$ cat src/rtl/ticnt_pkg.sv
package ticnt_pkg;
   typedef enum logic [1:0] {
      PH_IDLE    = 2'd0,
      PH_GATE    = 2'd1,
      PH_STRETCH = 2'd2
   } phase_t;
endpackage

$ cat src/rtl/ticnt_phase_fsm.sv
module ticnt_phase_fsm
   import ticnt_pkg::*;
(
   input  logic   clk,
   input  logic   rst_n,
   input  logic   trig_i,
   input  logic   samp_en_i,
   input  logic   done_i,
   input  logic   clear_i,
   input  logic   held_i,
   input  logic   sat_i,
   output phase_t phase_o,
   output logic   start_o,
   output logic   busy_o,
   output logic   finish_o,
   output logic   tmo_o,
   output logic   gate_o
);
   phase_t phase_q, phase_d;
   logic   done_ok;

   assign busy_o  = (phase_q != PH_IDLE);
   assign done_ok = (phase_q == PH_STRETCH) && done_i;
   assign start_o = (phase_q == PH_IDLE) && trig_i && !held_i && !clear_i;
   assign finish_o = !clear_i && (done_ok || (busy_o && sat_i));
   assign tmo_o   = finish_o && !done_ok;

   always_comb begin
      phase_d = phase_q;
      if (clear_i) begin
         phase_d = PH_IDLE;
      end else begin
         unique case (phase_q)
            PH_IDLE:    if (start_o) phase_d = PH_GATE;
            PH_GATE:    if (finish_o) phase_d = PH_IDLE;
                        else if (samp_en_i) phase_d = PH_STRETCH;
            PH_STRETCH: if (finish_o) phase_d = PH_IDLE;
            default:    phase_d = PH_IDLE;
         endcase
      end
   end

   always_ff @(posedge clk or negedge rst_n) begin
      if (!rst_n) begin
         phase_q <= PH_IDLE;
         gate_o  <= 1'b0;
      end else begin
         phase_q <= phase_d;
         gate_o  <= (phase_d == PH_GATE);
      end
   end

   assign phase_o = phase_q;

   // a gate only opens after an accepted trigger
   p_gate_rise_r1: assert property (@(posedge clk) disable iff (!rst_n)
      $rose(gate_o) |-> $past(trig_i) && !$past(clear_i));
   // a sample strobe during the gate closes it one cycle later
   p_gate_end_r2: assert property (@(posedge clk) disable iff (!rst_n)
      gate_o && samp_en_i |=> !gate_o);
   // clear forces the gate low
   p_clear_gate_r7: assert property (@(posedge clk) disable iff (!rst_n)
      clear_i |=> !gate_o);
endmodule

$ cat src/rtl/ticnt_sat_counter.sv
module ticnt_sat_counter #(
   parameter int CNT_W     = 16,
   parameter int SAT_STYLE = 0
) (
   input  logic             clk,
   input  logic             rst_n,
   input  logic             start_i,
   input  logic             en_i,
   output logic [CNT_W-1:0] cnt_o,
   output logic [CNT_W-1:0] inc_o,
   output logic             at_max_o
);
   logic [CNT_W-1:0] cnt_q;

   if (SAT_STYLE == 0) begin : g_cmp
      assign at_max_o = &cnt_q;
      assign inc_o    = at_max_o ? cnt_q : cnt_q + 1'b1;
   end else begin : g_carry
      logic [CNT_W:0] sum;
      assign sum      = {1'b0, cnt_q} + 1'b1;
      assign at_max_o = sum[CNT_W];
      assign inc_o    = sum[CNT_W] ? cnt_q : sum[CNT_W-1:0];
   end

   always_ff @(posedge clk or negedge rst_n) begin
      if (!rst_n)       cnt_q <= '0;
      else if (start_i) cnt_q <= '0;
      else if (en_i)    cnt_q <= inc_o;
   end

   assign cnt_o = cnt_q;

   // once at full scale, the running count stays there
   p_no_wrap_r6: assert property (@(posedge clk) disable iff (!rst_n)
      en_i && !start_i && at_max_o |=> at_max_o);
endmodule

$ cat src/rtl/ticnt_result.sv
module ticnt_result #(
   parameter int CNT_W = 16
) (
   input  logic             clk,
   input  logic             rst_n,
   input  logic             finish_i,
   input  logic             tmo_i,
   input  logic             clear_i,
   input  logic [CNT_W-1:0] value_i,
   output logic [CNT_W-1:0] count_o,
   output logic             valid_o,
   output logic             timeout_o
);
   localparam logic [CNT_W-1:0] FULL = {CNT_W{1'b1}};

   always_ff @(posedge clk or negedge rst_n) begin
      if (!rst_n) begin
         count_o   <= '0;
         valid_o   <= 1'b0;
         timeout_o <= 1'b0;
      end else if (clear_i) begin
         valid_o   <= 1'b0;
         timeout_o <= 1'b0;
      end else if (finish_i) begin
         count_o   <= value_i;
         valid_o   <= 1'b1;
         timeout_o <= tmo_i;
      end
   end

   // a held result does not change until cleared
   p_hold_r4: assert property (@(posedge clk) disable iff (!rst_n)
      valid_o && !clear_i |=> valid_o && $stable(count_o));
   // a timeout always carries a valid full-scale count
   p_tmo_full_r6: assert property (@(posedge clk) disable iff (!rst_n)
      timeout_o |-> valid_o && count_o == FULL);
   // clear empties the flags
   p_clear_flags_r7: assert property (@(posedge clk) disable iff (!rst_n)
      clear_i |=> !valid_o && !timeout_o);
endmodule

$ cat src/rtl/trig_interp_counter.sv
module trig_interp_counter #(
   parameter int CNT_W     = 16,
   parameter int SAT_STYLE = 0
) (
   input  logic             clk,
   input  logic             rst_n,
   input  logic             trig_i,
   input  logic             samp_en_i,
   input  logic             stretch_done_i,
   input  logic             clear_i,
   output logic             gate_o,
   output logic [CNT_W-1:0] count_o,
   output logic             valid_o,
   output logic             timeout_o
);
   import ticnt_pkg::*;

   if (CNT_W < 4 || CNT_W > 32) begin : g_bad_width
      $error("trig_interp_counter: CNT_W must be within 4..32");
   end
   if (SAT_STYLE != 0 && SAT_STYLE != 1) begin : g_bad_style
      $error("trig_interp_counter: SAT_STYLE must be 0 or 1");
   end

   phase_t           phase;
   logic             start, busy, finish, tmo, at_max;
   logic [CNT_W-1:0] cnt, cnt_inc;

   ticnt_phase_fsm u_fsm (
      .clk       (clk),
      .rst_n     (rst_n),
      .trig_i    (trig_i),
      .samp_en_i (samp_en_i),
      .done_i    (stretch_done_i),
      .clear_i   (clear_i),
      .held_i    (valid_o),
      .sat_i     (at_max),
      .phase_o   (phase),
      .start_o   (start),
      .busy_o    (busy),
      .finish_o  (finish),
      .tmo_o     (tmo),
      .gate_o    (gate_o)
   );

   ticnt_sat_counter #(.CNT_W(CNT_W), .SAT_STYLE(SAT_STYLE)) u_cnt (
      .clk      (clk),
      .rst_n    (rst_n),
      .start_i  (start),
      .en_i     (busy),
      .cnt_o    (cnt),
      .inc_o    (cnt_inc),
      .at_max_o (at_max)
   );

   ticnt_result #(.CNT_W(CNT_W)) u_res (
      .clk       (clk),
      .rst_n     (rst_n),
      .finish_i  (finish),
      .tmo_i     (tmo),
      .clear_i   (clear_i),
      .value_i   (cnt_inc),
      .count_o   (count_o),
      .valid_o   (valid_o),
      .timeout_o (timeout_o)
   );

   // no gate while a result is held
   p_no_gate_held_r5: assert property (@(posedge clk) disable iff (!rst_n)
      valid_o |-> !gate_o);
   // a result appears only when a running measurement ends
   p_valid_src_r3: assert property (@(posedge clk) disable iff (!rst_n)
      $rose(valid_o) |-> $past(phase != PH_IDLE));
   // the counter is not restarted while running
   p_no_restart_r5: assert property (@(posedge clk) disable iff (!rst_n)
      busy && !finish && !clear_i |=> cnt != '0);
endmodule

$ cat config.mk
export PLATFORM = sky130hd
export DESIGN_NAME = trig_interp_counter
export DESIGN_NICKNAME = d
export VERILOG_FILES = /design/src/rtl/ticnt_pkg.sv /design/src/rtl/ticnt_phase_fsm.sv /design/src/rtl/ticnt_sat_counter.sv /design/src/rtl/ticnt_result.sv /design/src/rtl/trig_interp_counter.sv
export SDC_FILE = /design/constraint.sdc
export NUM_CORES = 1
export LEC_CHECK = 0
export BUFFER_PORTS_ARGS = -buffer_cell sky130_fd_sc_hd__buf_2
export CELL_PAD_IN_SITES_DETAIL_PLACEMENT = 1
export CELL_PAD_IN_SITES_GLOBAL_PLACEMENT = 1
export CORE_MARGIN = 3
export CORE_UTILIZATION = 25
export CTS_CLUSTER_DIAMETER = 50
export DETAILED_ROUTE_END_ITERATION = 6
export PLACE_DENSITY = 0.56
export SLEW_MARGIN = 20
export SYNTH_ARGS = -nofsm -noshare
export SYNTH_HDL_FRONTEND = slang
export SYNTH_SLANG_ARGS = --single-unit
$ cat constraint.sdc
create_clock -name clk -period 3 [get_ports clk]
set_clock_uncertainty 0.2 [all_clocks]
set_input_delay 0.6 -clock clk [delete_from_list [all_inputs] [get_ports clk]]
set_output_delay 0.6 -clock clk [all_outputs]
set_load 0.01 [all_outputs]
==> reports/metrics.cfg, run 1 <==
[finish]
nets = 240
layout-drive-gt1-share_pct = 19.2
layout_common_cells = 37 x dfrtp_1, 27 x nand2_1, 24 x buf_2
syn2layout_area_growth_pct = 16.7
final_common_cell = dfrtp_1
antenna_cells = 0
fillers = 873
finalNonFillerCells = 333

[route]
drt_iter0_drc = 53
wire_per_inst_microns = 14.4
via_per_inst = 4.85
drcViolationCount = 0
vias = 1616
drt-total-wl_microns = 4810
ant_nets = 0
dr.pass1.iters = 4

[synth]
postSynth.asyncResetShare_pct = 100
synthAdderAreaFrac_pct = 0.656
synth_top_family_by_area = simple AND/OR/NAND/NOR gates
synth_simple_gate_area_share_pct = 20.7
synth.ff_latch_count = 37
synth_edf_count = 0
synthDistinctLibCells = 42
synth_compound_area_share_pct = 19.0
synth-xor-area-share_pct = 6.43
synthMuxAreaShare_pct = 0.525
syn_avg_cell_area_sq_um = 9.17
netlist_top_cells_area = dfrtp_1 49%, o21ai_1 6.3%, nand2_1 5.3%, xnor2_1 3.2%, xor2_1 3.2%
synth_top_area_share_pct = 48.5
synth_ff_type = dfrtp_1
netlist.top_cell.by_area = dfrtp_1
synthCells = 208
synth_area_sq_um = 1910
ys_warn_count = 0
synth_fp_nets = 215
ys_seq_area_share_pct = 48.5

[global_routing]
grt_pass1_vias = 1702
track_usage_pct = 12.1
grt_pass1_wl_microns = 8420
overflow = 0
antenna_found_initial = 0
grt_max_degree = 38

[hold_path]
hold_path_class = input port to asynchronous set/reset pin

[clock_tree]
cts_max_path_buffers = 2
cts-root-buf = clkbuf_8
numCtsBuffers = 5
cts_resized = 0
post-cts-setup-buffer-count = 0
cts_max_level = 2
clock-sinks = 37
clkSlewWorstSetupHoldPaths_ns = 0.07
ctsHoldBuffers = 0
cts_tree = yes
insertion_delay_ns = 0.28

[power]
power_density_nw_per_um2 = 527
vdd.ir_drop.worst_mv = 0.140
pwr-share-comb_pct = 20.6
intPower_mw = 0.815
leakage_nw = 0.982
p_sw_mw = 0.358
seqPwrFrac_pct = 50.7
p_clk_share_pct = 28.6
switching_share_pct = 30.5

[sta]
finalSetupViolCount = 0
hold_viol = 0
relSlewSlack_pct = 42.5
slew_violations = 0
setup_ws_ns = 0.359
max_clock_freq_ghz = 0.379
period_needed_ns = 2.64
period_share_pct = 88.0
tightestPinTransition_ns = 0.863
fin_tns_setup_ns = 0
rsz0062_at_grt = false

[placed_design]
port_buffers = 24
place_ws_ns = 0.343
place_congestion = 0.769
dp_hpwl_microns = 3350
place_inst = 325

[floorplan]
ios = 25
die_h_microns = 93.4
die_x_microns = 93.4
initial_core_util_pct = 26.0
core-area_sq_um = 7330
rows = 31
die-area_sq_um = 8720

[status]
status = finished clean

[setup_path]
critical_path.startpoint_type = register
critPathKind = register to register
cp_common_cell = nand4_1
crit_path_max_incr_delay_ns = 0.88
end_kind = register
worst-path-max-fanout = 16
worstPathCellList = ha_1 > nand4_1 > or4_1 > nand4_1 > xor2_1 > o21ai_1
cpMaxStageDelayCell = or4_1
crit_arrival_ns = 2.61
required_ns = 2.97

[job]
drv_cap = 0

-- stage by stage --
stage	util [%]	hold WS [ns]	cell area, sq um	total power [mW]
after floorplan	-	0.104	1910	0.749
after global placement	29.3	0.263	2150	0.847
after detailed placement	29.3	0.272	2150	0.853
after CTS	30.4	0.262	2230	1.20
after global routing	30.4	0.293	2230	1.25
final	30.4	0.228	2230	1.17
-- critical path: cells and delay by family, from the launching register on --
family	cells	cell delay, ns
adder cells (fa/ha/maj)	1	0.28
XOR/XNOR	1	0.17
AO/OA/AOI/OAI	1	0.07
flip-flops	1	0.43
AND/OR/NAND/NOR	3	1.39
-- cell type report --
type / instances / area, sq um / area share (%)
clock buffer: 8 / 80.1 / 3.60
inverter: 5 / 18.8 / 0.843
multi-input combinational: 153 / 906 / 40.7
sequential: 37 / 926 / 41.6
tap: 99 / 124 / 5.56
timing repair buffer: 31 / 173 / 7.75
-- registers in the layout (all words and copies together) (netlist names) --
| name | flops |
|---|---|
| u_cnt.cnt_o | 16 |
| u_res.timeout_o | 1 |
| u_res.valid_o | 1 |
| u_fsm.gate_o | 1 |
| u_fsm.phase_o | 2 |
| u_res.count_o | 16 |
-- worst paths after layout --
check | cells past startpoint | start | slack, ns | endpoint
worst max-delay path | 6 | u_cnt.cnt_o[0] | 0.36 | u_res.count_o[9]
max in group asynchronous | 1 | rst_n | 1.83 | u_fsm.gate_o
min in group clk | 2 | u_res.count_o[13] | 0.28 | u_res.count_o[13]
worst min register to register | 2 | u_res.count_o[13] | 0.28 | u_res.count_o[13]
worst max register to register | 6 | u_cnt.cnt_o[0] | 0.36 | u_res.count_o[9]
worst min-delay path | 1 | rst_n | 0.23 | u_res.count_o[5]
-- power groups by stage --
stage	clock network, mW	logic, mW	registers, mW
4_1_cts	0.353	0.249	0.596
6_report	0.336	0.242	0.595
3_5_place_dp	0	0.247	0.606
2_1_floorplan	0	0.133	0.616
5_1_grt	0.369	0.279	0.605
3_3_place_gp	0	0.243	0.604
-- Yosys cell counts, types with 2 or more instances --
cell	n
a21oi_1	11
a31oi_1	5
buf_2	3
clkbuf_1	8
dfrtp_1	37
inv_1	5
nand2_1	27
nand3_1	7
nand4_1	5
nor2_1	15
nor3_1	5
o21ai_0	8
o21ai_1	24
o22a_1	2
o31ai_1	5
or3_1	3
xnor2_1	7
xor2_1	7
-- layer usage --
metal / global-route usage [%] / vias to the layer above / wire (microns)
met5: 0 / - / 0
met4: 4.40 / 0 / 79
met1: 15.4 / 804 / 2300
li1: - / 781 / -
met3: 2.74 / 5 / 140
met2: 20.1 / 26 / 2290
-- logic make-up after synthesis --
logic type                 Yosys count
xor gates and xnor gates            14
buffers and inverters               18
AOI/OAI and AO/OA                   61
adders and majority gates            1
and+or+nand+nor                     76
muxes                                1
DFF                                 37
(Power assumes the default switching activity.)
==> run 2: changes to the inputs <==
--- a/config.mk
+++ b/config.mk
@@ -12,7 +12,8 @@
 export CORE_UTILIZATION = 25
 export CTS_CLUSTER_DIAMETER = 50
 export DETAILED_ROUTE_END_ITERATION = 6
-export PLACE_DENSITY = 0.56
+export HOLD_SLACK_MARGIN = 0.06
+export PLACE_DENSITY = 0.48
 export SLEW_MARGIN = 20
 export SYNTH_ARGS = -nofsm -noshare
 export SYNTH_HDL_FRONTEND = slang
==> reports/metrics.cfg, run 2 (synthesis results as in run 1) <==
[status]
status = finished clean

[floorplan]
die_h_microns = 93.4  ; unchanged
core-area_sq_um = 7330  ; unchanged
die-area_sq_um = 8720  ; unchanged
initial_core_util_pct = 26.0  ; unchanged
rows = 31  ; unchanged
die_x_microns = 93.4  ; unchanged
ios = 25  ; unchanged

[route]
via_per_inst = 4.75  ; -2.1%
ant_nets = 0  ; unchanged
wire_per_inst_microns = 14.8  ; +2.4%
drcViolationCount = 0  ; unchanged
drt-total-wl_microns = 4930  ; +2.4%
drt_iter0_drc = 14  ; -74%
dr.pass1.iters = 4  ; unchanged
vias = 1582  ; -2.1%

[sta]
fin_tns_setup_ns = 0  ; unchanged
tightestPinTransition_ns = 0.895  ; +0.0321 ns
slew_violations = 0  ; unchanged
period_needed_ns = 2.40  ; -0.241 ns
finalSetupViolCount = 0  ; unchanged
max_clock_freq_ghz = 0.417  ; +10%
relSlewSlack_pct = 40.3  ; -2.1 points
period_share_pct = 80.0  ; -8.0 points
setup_ws_ns = 0.599  ; +0.241 ns
rsz0062_at_grt = false
hold_viol = 0  ; unchanged

[power]
vdd.ir_drop.worst_mv = 0.166  ; +18%
power_mw = 1.20  ; +2.4%
leakage_nw = 0.989  ; +0.78%
pwr-share-comb_pct = 20.1  ; -0.5 points
intPower_mw = 0.833  ; +2.1%
p_clk_share_pct = 30.2  ; +1.6 points
seqPwrFrac_pct = 49.6  ; -1.1 points
switching_share_pct = 30.7  ; +0.21 points
p_sw_mw = 0.369  ; +3.1%
power_density_nw_per_um2 = 536  ; +1.8%

[placed_design]
place_inst = 326  ; +0.31%
place_ws_ns = 0.595  ; +0.252 ns
dp_hpwl_microns = 3410  ; +2.0%
port_buffers = 24  ; unchanged
place_congestion = 0.709  ; -7.7%

[finish]
finalNonFillerCells = 333  ; unchanged
final_common_cell = dfrtp_1
syn2layout_area_growth_pct = 17.4
layout-drive-gt1-share_pct = 20.1  ; +0.85 points
antenna_cells = 0  ; unchanged
layout_common_cells = 37 x dfrtp_1, 27 x nand2_1, 24 x buf_2
nets = 241  ; +0.42%

[job]
drv_cap = 0  ; unchanged

[global_routing]
met3_usage_pct = 2.90  ; +0.16 points
antenna_found_initial = 0  ; unchanged
grt_pass1_wl_microns = 8680  ; +3.0%
use_met2_pct = 20.7  ; +0.60 points
grt_pass1_vias = 1683  ; -1.1%
overflow = 0  ; unchanged
grt_max_degree = 38  ; unchanged
track_usage_pct = 12.7  ; +0.57 points
grt_most_used_layer = met2
grt_use_met1_pct = 16.5  ; +1.1 points

[hold_path]
hold_path_class = input port to asynchronous set/reset pin

[setup_path]
critPathKind = register to register
r2r_slack_ns = 0.60  ; +0.24 ns
worst-path-max-fanout = 8  ; -8
reg2reg_depth = 7  ; +1
end_kind = register
required_ns = 2.98  ; about the same
crit_arrival_ns = 2.38  ; -0.23 ns
critical_path.startpoint_type = register

[clock_tree]
cts-root-buf = clkbuf_8
ctsHoldBuffers = 0  ; unchanged
insertion_delay_ns = 0.29  ; about the same
clock-sinks = 37  ; unchanged
clkSlewWorstSetupHoldPaths_ns = 0.08  ; about the same
cts_tree = yes
numCtsBuffers = 5  ; unchanged
cts_resized = 0  ; unchanged
cts_max_level = 2  ; unchanged
post-cts-setup-buffer-count = 0  ; unchanged
cts_max_path_buffers = 2  ; unchanged

run 2: path summary, 6_finish.rpt:
check | end | start
setup / recovery | u_res.count_o[9] | u_cnt.cnt_o[0]
hold / removal | u_res.count_o[0] | rst_n
setup reg to reg | u_res.count_o[9] | u_cnt.cnt_o[0]
hold reg to reg | u_res.count_o[15] | u_res.count_o[15]
max in group asynchronous | u_res.timeout_o | rst_n
min in group clk | u_res.count_o[15] | u_res.count_o[15]
run 2: area by class of cell:
type	count	area [sq um]
fill	886	5090
tap	99	124
inverter	5	18.8
timing repair buffer	32	180
sequential	37	926
multi-input combinational	153	906
clock buffer	7	86.3
run 2: metal layers:
layer  share of wire, %  up-vias
li1                   -      785
met4                1.4        0
met3                2.7        7
met2                 46       20
met5                  0        -
met1                 50      770
run 2: critical path: stages (launching register included):
cell and delay, ns:
dfrtp_1 0.44, ha_1 0.28, nand4_1 0.22, or4_1 0.57, buf_4 0.19, nand4_1 0.15, xor2_1 0.17, o21ai_1 0.07
run 2: power by group through the flow:
stage	Sequential [mW]	Clock (mW)	Combinational [mW]
6_report	0.596	0.363	0.242
5_1_grt	0.608	0.397	0.279
4_1_cts	0.598	0.384	0.250
3_5_place_dp	0.608	0	0.249
3_3_place_gp	0.605	0	0.247
2_1_floorplan	0.616	0	0.133
run 2: per-stage QoR:
step | util (%) | hold WS [ns] | area, sq um
2_1_floorplan | - | 0.104 | 1910
3_5_place_dp | 29.4 | 0.270 | 2150
5_1_grt | 30.6 | 0.305 | 2240
3_3_place_gp | 29.4 | 0.261 | 2150
4_1_cts | 30.6 | 0.273 | 2240
6_report | 30.6 | 0.239 | 2240
